File: src/rtl/align_pacer_pkg.sv
package align_pacer_pkg;
  localparam int DW = 32;
  localparam logic [DW-1:0] ALIGN_WORD = 32'h7B4A4ABC;

  typedef enum logic {ST_DATA, ST_FILL} tx_state_e;

  function automatic logic is_align(input logic [DW-1:0] d, input logic k);
    return k && (d == ALIGN_WORD);
  endfunction
endpackage

File: src/rtl/align_tx_ins.sv
module align_tx_ins
  import align_pacer_pkg::*;
#(
  parameter int GAP_W     = 8,
  parameter int GRP_SMALL = 2,
  parameter int GRP_LARGE = 4
) (
  input  logic             clk,
  input  logic             rst,
  input  logic [GAP_W-1:0] cfg_gap,
  input  logic             cfg_quad,
  input  logic [DW-1:0]    in_data,
  input  logic             in_k,
  input  logic             in_valid,
  output logic             in_ready,
  output logic [DW-1:0]    out_data,
  output logic             out_k,
  output logic             out_valid
);
  localparam int GC_W = $clog2(GRP_LARGE + 1);

  tx_state_e        state;
  logic [GAP_W-1:0] gap_cnt;
  logic [GC_W-1:0]  grp_cnt;
  logic [GC_W-1:0]  grp_last;
  logic [GAP_W:0]   gap_lim;
  logic [GAP_W:0]   gap_nxt;
  logic             take;

  assign in_ready = (state == ST_DATA);
  assign take     = in_valid && in_ready;
  assign gap_lim  = (cfg_gap == '0) ? (GAP_W+1)'(1) : {1'b0, cfg_gap};
  assign gap_nxt  = {1'b0, gap_cnt} + (GAP_W+1)'(1);

  always_ff @(posedge clk) begin
    if (rst) begin
      state     <= ST_DATA;
      gap_cnt   <= '0;
      grp_cnt   <= '0;
      grp_last  <= '0;
      out_data  <= '0;
      out_k     <= 1'b0;
      out_valid <= 1'b0;
    end else begin
      case (state)
        ST_DATA: begin
          out_valid <= take;
          if (take) begin
            out_data <= in_data;
            out_k    <= in_k;
            if (!is_align(in_data, in_k)) begin
              if (gap_nxt >= gap_lim) begin
                state    <= ST_FILL;
                gap_cnt  <= '0;
                grp_cnt  <= '0;
                grp_last <= cfg_quad ? GC_W'(GRP_LARGE - 1) : GC_W'(GRP_SMALL - 1);
              end else begin
                gap_cnt <= gap_nxt[GAP_W-1:0];
              end
            end
          end
        end
        default: begin
          out_valid <= 1'b1;
          out_data  <= ALIGN_WORD;
          out_k     <= 1'b1;
          grp_cnt   <= grp_cnt + GC_W'(1);
          if (grp_cnt == grp_last) state <= ST_DATA;
        end
      endcase
    end
  end
endmodule

File: src/rtl/align_rx_strip.sv
module align_rx_strip
  import align_pacer_pkg::*;
(
  input  logic          clk,
  input  logic          rst,
  input  logic [DW-1:0] in_data,
  input  logic          in_k,
  input  logic          in_valid,
  output logic [DW-1:0] out_data,
  output logic          out_k,
  output logic          out_valid
);
  always_ff @(posedge clk) begin
    if (rst) begin
      out_valid <= 1'b0;
      out_data  <= '0;
      out_k     <= 1'b0;
    end else begin
      out_valid <= in_valid && !is_align(in_data, in_k);
      out_data  <= in_data;
      out_k     <= in_k;
    end
  end
endmodule

File: src/rtl/align_pacer.sv
module align_pacer
  import align_pacer_pkg::*;
#(
  parameter int GAP_W     = 8,
  parameter int GRP_SMALL = 2,
  parameter int GRP_LARGE = 4
) (
  input  logic             clk,
  input  logic             rst,
  input  logic [GAP_W-1:0] cfg_gap,
  input  logic             cfg_quad,
  input  logic [31:0]      tx_in_data,
  input  logic             tx_in_k,
  input  logic             tx_in_valid,
  output logic             tx_in_ready,
  output logic [31:0]      tx_out_data,
  output logic             tx_out_k,
  output logic             tx_out_valid,
  input  logic [31:0]      rx_in_data,
  input  logic             rx_in_k,
  input  logic             rx_in_valid,
  output logic [31:0]      rx_out_data,
  output logic             rx_out_k,
  output logic             rx_out_valid
);
  align_tx_ins #(
    .GAP_W(GAP_W), .GRP_SMALL(GRP_SMALL), .GRP_LARGE(GRP_LARGE)
  ) u_tx (
    .clk(clk), .rst(rst), .cfg_gap(cfg_gap), .cfg_quad(cfg_quad),
    .in_data(tx_in_data), .in_k(tx_in_k), .in_valid(tx_in_valid),
    .in_ready(tx_in_ready), .out_data(tx_out_data), .out_k(tx_out_k),
    .out_valid(tx_out_valid)
  );

  align_rx_strip u_rx (
    .clk(clk), .rst(rst),
    .in_data(rx_in_data), .in_k(rx_in_k), .in_valid(rx_in_valid),
    .out_data(rx_out_data), .out_k(rx_out_k), .out_valid(rx_out_valid)
  );
endmodule

File: config.mk
export PLATFORM = sky130hd
export DESIGN_NAME = align_pacer
export DESIGN_NICKNAME = d
export VERILOG_FILES = /design/src/rtl/align_pacer_pkg.sv /design/src/rtl/align_tx_ins.sv /design/src/rtl/align_rx_strip.sv /design/src/rtl/align_pacer.sv
export SDC_FILE = /design/constraint.sdc
export NUM_CORES = 1
export LEC_CHECK = 0
export ABC_AREA = 1
export BUFFER_PORTS_ARGS = -buffer_cell sky130_fd_sc_hd__buf_2
export CAP_MARGIN = 30
export CELL_PAD_IN_SITES_DETAIL_PLACEMENT = 0
export CELL_PAD_IN_SITES_GLOBAL_PLACEMENT = 1
export CORE_MARGIN = 8
export CORE_UTILIZATION = 36
export CTS_BUF_LIST = sky130_fd_sc_hd__clkbuf_4 sky130_fd_sc_hd__clkbuf_8 sky130_fd_sc_hd__clkbuf_16
export DETAILED_ROUTE_END_ITERATION = 12
export PLACE_DENSITY_LB_ADDON = 0.2
export SETUP_SLACK_MARGIN = 0.02
export SLEW_MARGIN = 20
export SYNTH_ARGS = -nofsm -noshare
export SYNTH_HDL_FRONTEND = slang
export SYNTH_SLANG_ARGS = --single-unit
File: constraint.sdc
create_clock -name clk -period 3.5 [get_ports clk]
set_clock_uncertainty 0.2 [all_clocks]
set_input_delay 0.7 -clock clk [delete_from_list [all_inputs] [get_ports clk]]
set_output_delay 0.7 -clock clk [all_outputs]
set_load 0.01 [all_outputs]
== After elaboration in Yosys (flattened, before gate mapping) ==
Index checks and enable logic that the tools add are counted.
Word-level totals
  output and inout port bits: 69
  memory bits (writable): 0
  latch bits: 0
  register bits after elaboration: 83
  logic and storage cells: 49
  memories kept: 0
  bits in read-only memories: 0
Operators by class
  bitwise logic cells: 2
  reductions and logical operators: 12
  $lt $le $gt $ge: 1
  shift operators: 0
  add/sub/neg operators: 2
  equality and inequality tests: 4
  divide/modulo/power cells: 0
  multiplexer cells: 17
  multipliers: 0
Operators with widths (number)
  $eq 32x31->1 const B: 2
  $mux 31: 2
  $mux 8: 2
  $mux 3: 4
  $add 8x1->9 const B: 1
  $ge 9x9->1: 1
  $logic_not 8->1: 1
  $mux 1: 8
  $reduce_and 3->1: 2
  $logic_and 1x1->1: 4
  $reduce_and 4->1: 1
  $reduce_bool 2->1: 2
  $add 3x1->3 const B: 1
  $eq 3x3->1: 1
  $mux 2: 1
  $ne 2x1->1 const B: 1
  $not 1->1: 2
  $reduce_or 2->1: 1
  $logic_not 1->1: 1

== Logic depth before layout (Yosys ltp) ==
  word-level depth: 7
  depth in mapped cells: 17
  depth with buffers taken out: 17

== By module ==
A second synthesis with hierarchy kept.
Unflattened totals
  cell total of the unflattened synthesis: 435
  area, all modules: 3340.7 µm²
Modules (own cells, without submodules)
  align_tx_ins: times used 1, area an instance 2262.2 µm², cells an instance 300
  align_rx_strip: times used 1, area an instance 1078.5 µm², cells an instance 135

== Least setup slack after synthesis ==
Ideal clock, no wire load.
  path kind: input to register
  start point: in cfg_gap[1]
  end point: reg u_tx.gap_cnt[1]
  buffers on the path: 0
  setup time: 69 ps
  stages on the path: 14
  arrival: 2101 ps
  setup slack: 1129 ps
  cells stage by stage: nor4_1 -> a41o_1 -> ha_1 -> inv_1 -> nand2_1 -> nand2_1 -> nand3_1 -> nand2_1 -> nand2_1 -> nand2_1 -> nand2_2 -> nor2_4 -> nand2_1 -> a21oi_2
Between the ends
  cells in the longest elaborated chain, start to end: 4
RTL lines
  start: declaration: RTL line align_pacer.sv:10  | input logic [GAP_W-1:0] cfg_gap,
  $logic_not 8->1: RTL line align_tx_ins.sv:32  | assign gap_lim = (cfg_gap == '0) ? (GAP_W+1)'(1) : {1'b0, cfg_gap};
  $mux 8 *: RTL line align_tx_ins.sv:32
  $ge 9x9->1 *: RTL line align_tx_ins.sv:52  | if (gap_nxt >= gap_lim) begin
  $mux 8 *: RTL line align_tx_ins.sv:52
  end signal: assignment: RTL line align_tx_ins.sv:58  | gap_cnt <= gap_nxt[GAP_W-1:0];
  end: declaration: RTL line align_tx_ins.sv:23  | logic [GAP_W-1:0] gap_cnt;
Mark *: on every way between the ends. The rest lies on a longest branch, timed or not.
A chain may end at the register's enable or synchronous reset.

== Worst setup path after layout ==
  start point: reg u_tx.gap_cnt[0]
  end point: reg u_tx.gap_cnt[6]
Between the ends
  cells in the longest elaborated chain, start to end: 3
RTL lines
  $add 8x1->9 *: RTL line align_tx_ins.sv:33  | assign gap_nxt = {1'b0, gap_cnt} + (GAP_W+1)'(1);
  $ge 9x9->1: RTL line align_tx_ins.sv:52
  $mux 8 *: RTL line align_tx_ins.sv:52
Marked as above.

==> results.tsv <==
stage	metric	value	unit
yosys	avgSynthCellArea	7.877	µm²
sta	worst_slew_pin_slew	714.6	ps
detailed_routing	drtPass1Iterations	4	
clock_tree	cts_root_buffer	clkbuf_8	
power	leakage	0.002352	µW
detailed_routing	ant_nets	0	
critical_path	worstSetupPathType	flip-flop to flip-flop	
critical_path	critPathMaxFanout	8	
critical_path	crit_family	simple AND/OR/NAND/NOR gates	
clock_tree	cts.path.max_buffers	2	
detailed_routing	drt_wl_total	9.985	mm
hold_path	hp-class	flip-flop to flip-flop	
power	swShare	25.03	%
grt	grt_remaining_overflow	0	
yosys	synth_top_area_share	47.80	%
critical_path	worstPathArrival	2550	ps
power	report.power.total	2101	µW
sta	worst_slack	1021	ps
power	p_switching	525.7	µW
floorplan	initial_core_util	37.17	%
power	cellInternalPower	1575	µW
floorplan	ios	148	
yosys	ys_top_cells_by_area	dfxtp_1 (48%), nor2_1 (8.0%), inv_1 (7.9%)	
critical_path	end_kind	flip-flop	
detailed_routing	wire_per_inst	13.95	µm
place	gp_congestion	0.7741	
clock_tree	cts_tree	built	
yosys	ys_ff_latch	82	
sta	fin_crit	2479	ps
grt	grt_pass1_vias	3294	
clock_tree	h-tree-depth	3	
critical_path	worstPathRequired	3570	ps
sta	hold_viol_final	0	
clock_tree	cts-hold-fix-buffers	0	
finish	final_cell_mix	buf_2 (147), dfxtp_1 (82), nor2_1 (73), inv_1 (72), nand2_1 (55)	
clock_tree	cts_sinks	82	
clock_tree	postCtsSetupRepairBufs	0	
sta	fmax	403.3	MHz
floorplan	die_w	113.7	µm
place	port_buffers	147	
grt	grt_max_degree	64	
power	pwr-share-comb	12.5	%
critical_path	path_cells	ha_1 > nand3_2 > xnor2_1 > ha_1 > nand2_1 > inv_1 > nand2_1 > nand3_1 > nand2_1 > nand2_1 > nand2_1 > nand2_2 > nor2_4 > nand2_1 > a21oi_2	
finish	final_common_cell	buf_2	
detailed_routing	drc	0	
clock_tree	numCtsBuffers	9	
power	cellPowerDensity	463.4	nW/µm²
sta	rsz0062_at_grt	false	
job	cap_violations	0	
floorplan	row_count	35	
yosys	synth_fp_nets	525	
clock_tree	cts_resized	0	
critical_path	path_buf_inv	1	
place	dpl.hpwl	7.766	mm
yosys	yosysWarnings	0	
floorplan	dieArea	12920	µm²
power	seq_power_share	47.7	%
grt	grt_use_total	15.37	%
yosys	synth_largest_area_cell	dfxtp_1	
critical_path	cpPeakStageDelay	440	ps
finish	nets	671	
yosys	ys_seq_area_share	47.80	%
grt	grt_antenna_before_repair	0	
critical_path	path_common_cell	nand2_1	
yosys	syn_area	3435	µm²
yosys	synthDistinctLibCells	30	
detailed_routing	drt_iter0_drc	165	
finish	antenna_cells	0	
sta	relSlewSlack	52.36	%
critical_path	startpoint_type	flip-flop	
grt	grt_pass1_wl	15.89	mm
sta	finalSetupViolations	0	
power	p_clk_share	39.8	%
clock_tree	worst_skew_pair.late_latency	340	ps
power	peakVddDrop	202.4	µV
outcome	outcome	complete, no violations	
critical_path	crit_slowest_cell	dfxtp_1	
clock_tree	path_clk_slew	80	ps
finish	fin_util	49.06	%
floorplan	fp.dieH	113.7	µm
detailed_routing	vias	3202	
sta	finalMaxSlewViolations	0	
yosys	syn_inst	436	
detailed_routing	routed_via_density	4.472	
floorplan	coreArea	9240	µm²
finish	drive_above_1_share	33.22	%
sta	period_share	70.84	%
finish	area_growth	31.99	%
sta	tns	0	ps
place	pre_cts_ws	773.1	ps
==> sequential cells by signal (all words and copies together) (netlist names) <==
signal / flops
u_rx.out_k: 1
u_tx.out_data: 32
u_tx.grp_last: 2
u_tx.grp_cnt: 3
u_tx.out_k: 1
u_rx.out_valid: 1
u_tx.gap_cnt: 8
u_tx.out_valid: 1
u_rx.out_data: 32
u_tx.state: 1
==> worst min-delay path, delay by kind of cell (launching register included) <==
kind | cells | cell delay [ps]
DFF | 1 | 310
and+or+nand+nor | 1 | 60
AOI/OAI and AO/OA | 1 | 50
==> path summary, 6_finish.rpt <==
| check | depth (start not counted) | slack, ps | startpoint | end |
|---|---|---|---|---|
| hold reg to reg | 2 | 260 | u_tx.out_data[5] | u_tx.out_data[5] |
| setup reg to reg | 15 | 1020 | u_tx.gap_cnt[0] | u_tx.gap_cnt[6] |
| hold / removal | 2 | 260 | u_tx.out_data[5] | u_tx.out_data[5] |
| setup / recovery | 15 | 1020 | u_tx.gap_cnt[0] | u_tx.gap_cnt[6] |
==> layer usage <==
layer  up-vias  GRT usage [%]  share of wire (%)
met5         -              0                  0
met4         0          6.750                1.9
met3        17          4.913                7.6
met2        88          26.19                 48
met1      1416          17.19                 42
li1       1681              -                  -
==> layout make-up <==
type | count | area (µm²)
clock buffers | 10 | 131.4
clock inverters | 6 | 112.6
fillers | 940 | 4707
inverters | 77 | 289.0
multi-input cells | 261 | 1431
flip-flops and latches | 82 | 1642
well taps | 129 | 161.4
repair buffers | 151 | 765.7
==> cell families (layout without fill, tap and decap cells) <==
family	Yosys count	in the layout	synth area share (%)
compound gates	53	53	10.31
flops	82	82	47.80
buf+inv	93	244	10.53
fa+ha+maj	10	10	3.643
xor+xnor	7	7	1.785
simple gates	191	191	25.94
==> cells in the mapped netlist <==
library cell,instances
clkbuf_1,4
nand2_1,55
a41o_1,1
nand3_1,10
nor2_2,4
nand2_2,2
buf_4,2
ha_1,10
buf_1,6
nand4_1,12
nand2_4,1
nor3_1,22
o21ai_0,1
a211oi_1,21
xnor2_1,3
nor2_4,2
dfxtp_1,82
a21oi_1,21
a31oi_1,1
inv_2,5
o41ai_1,1
nor3_2,3
nor2_1,73
a21oi_2,7
xor2_1,4
inv_1,72
nand3_2,2
buf_2,4
nor4_1,3
nand3_4,2
==> through the flow <==
stage / cells / hold WS (ps) / instance area (µm²)
after CTS: 716 / 268.8 / 4533
after detailed placement: 700 / 256.3 / 4289
final: 716 / 264.6 / 4533
after global placement: 700 / 250.7 / 4289
after floorplan: 436 / 251.3 / 3435
after global routing: 716 / 290.4 / 4533
==> power by group through the flow <==
stage,Clock (µW),Sequential [µW],Combinational [µW]
floorplan,0,1050,110
global placement,0,1020,263
detailed placement,0,1020,266
CTS,859,1000,267
global route,906,1010,292
finish,837,1000,262
Power figures use the tool's default switching activity.
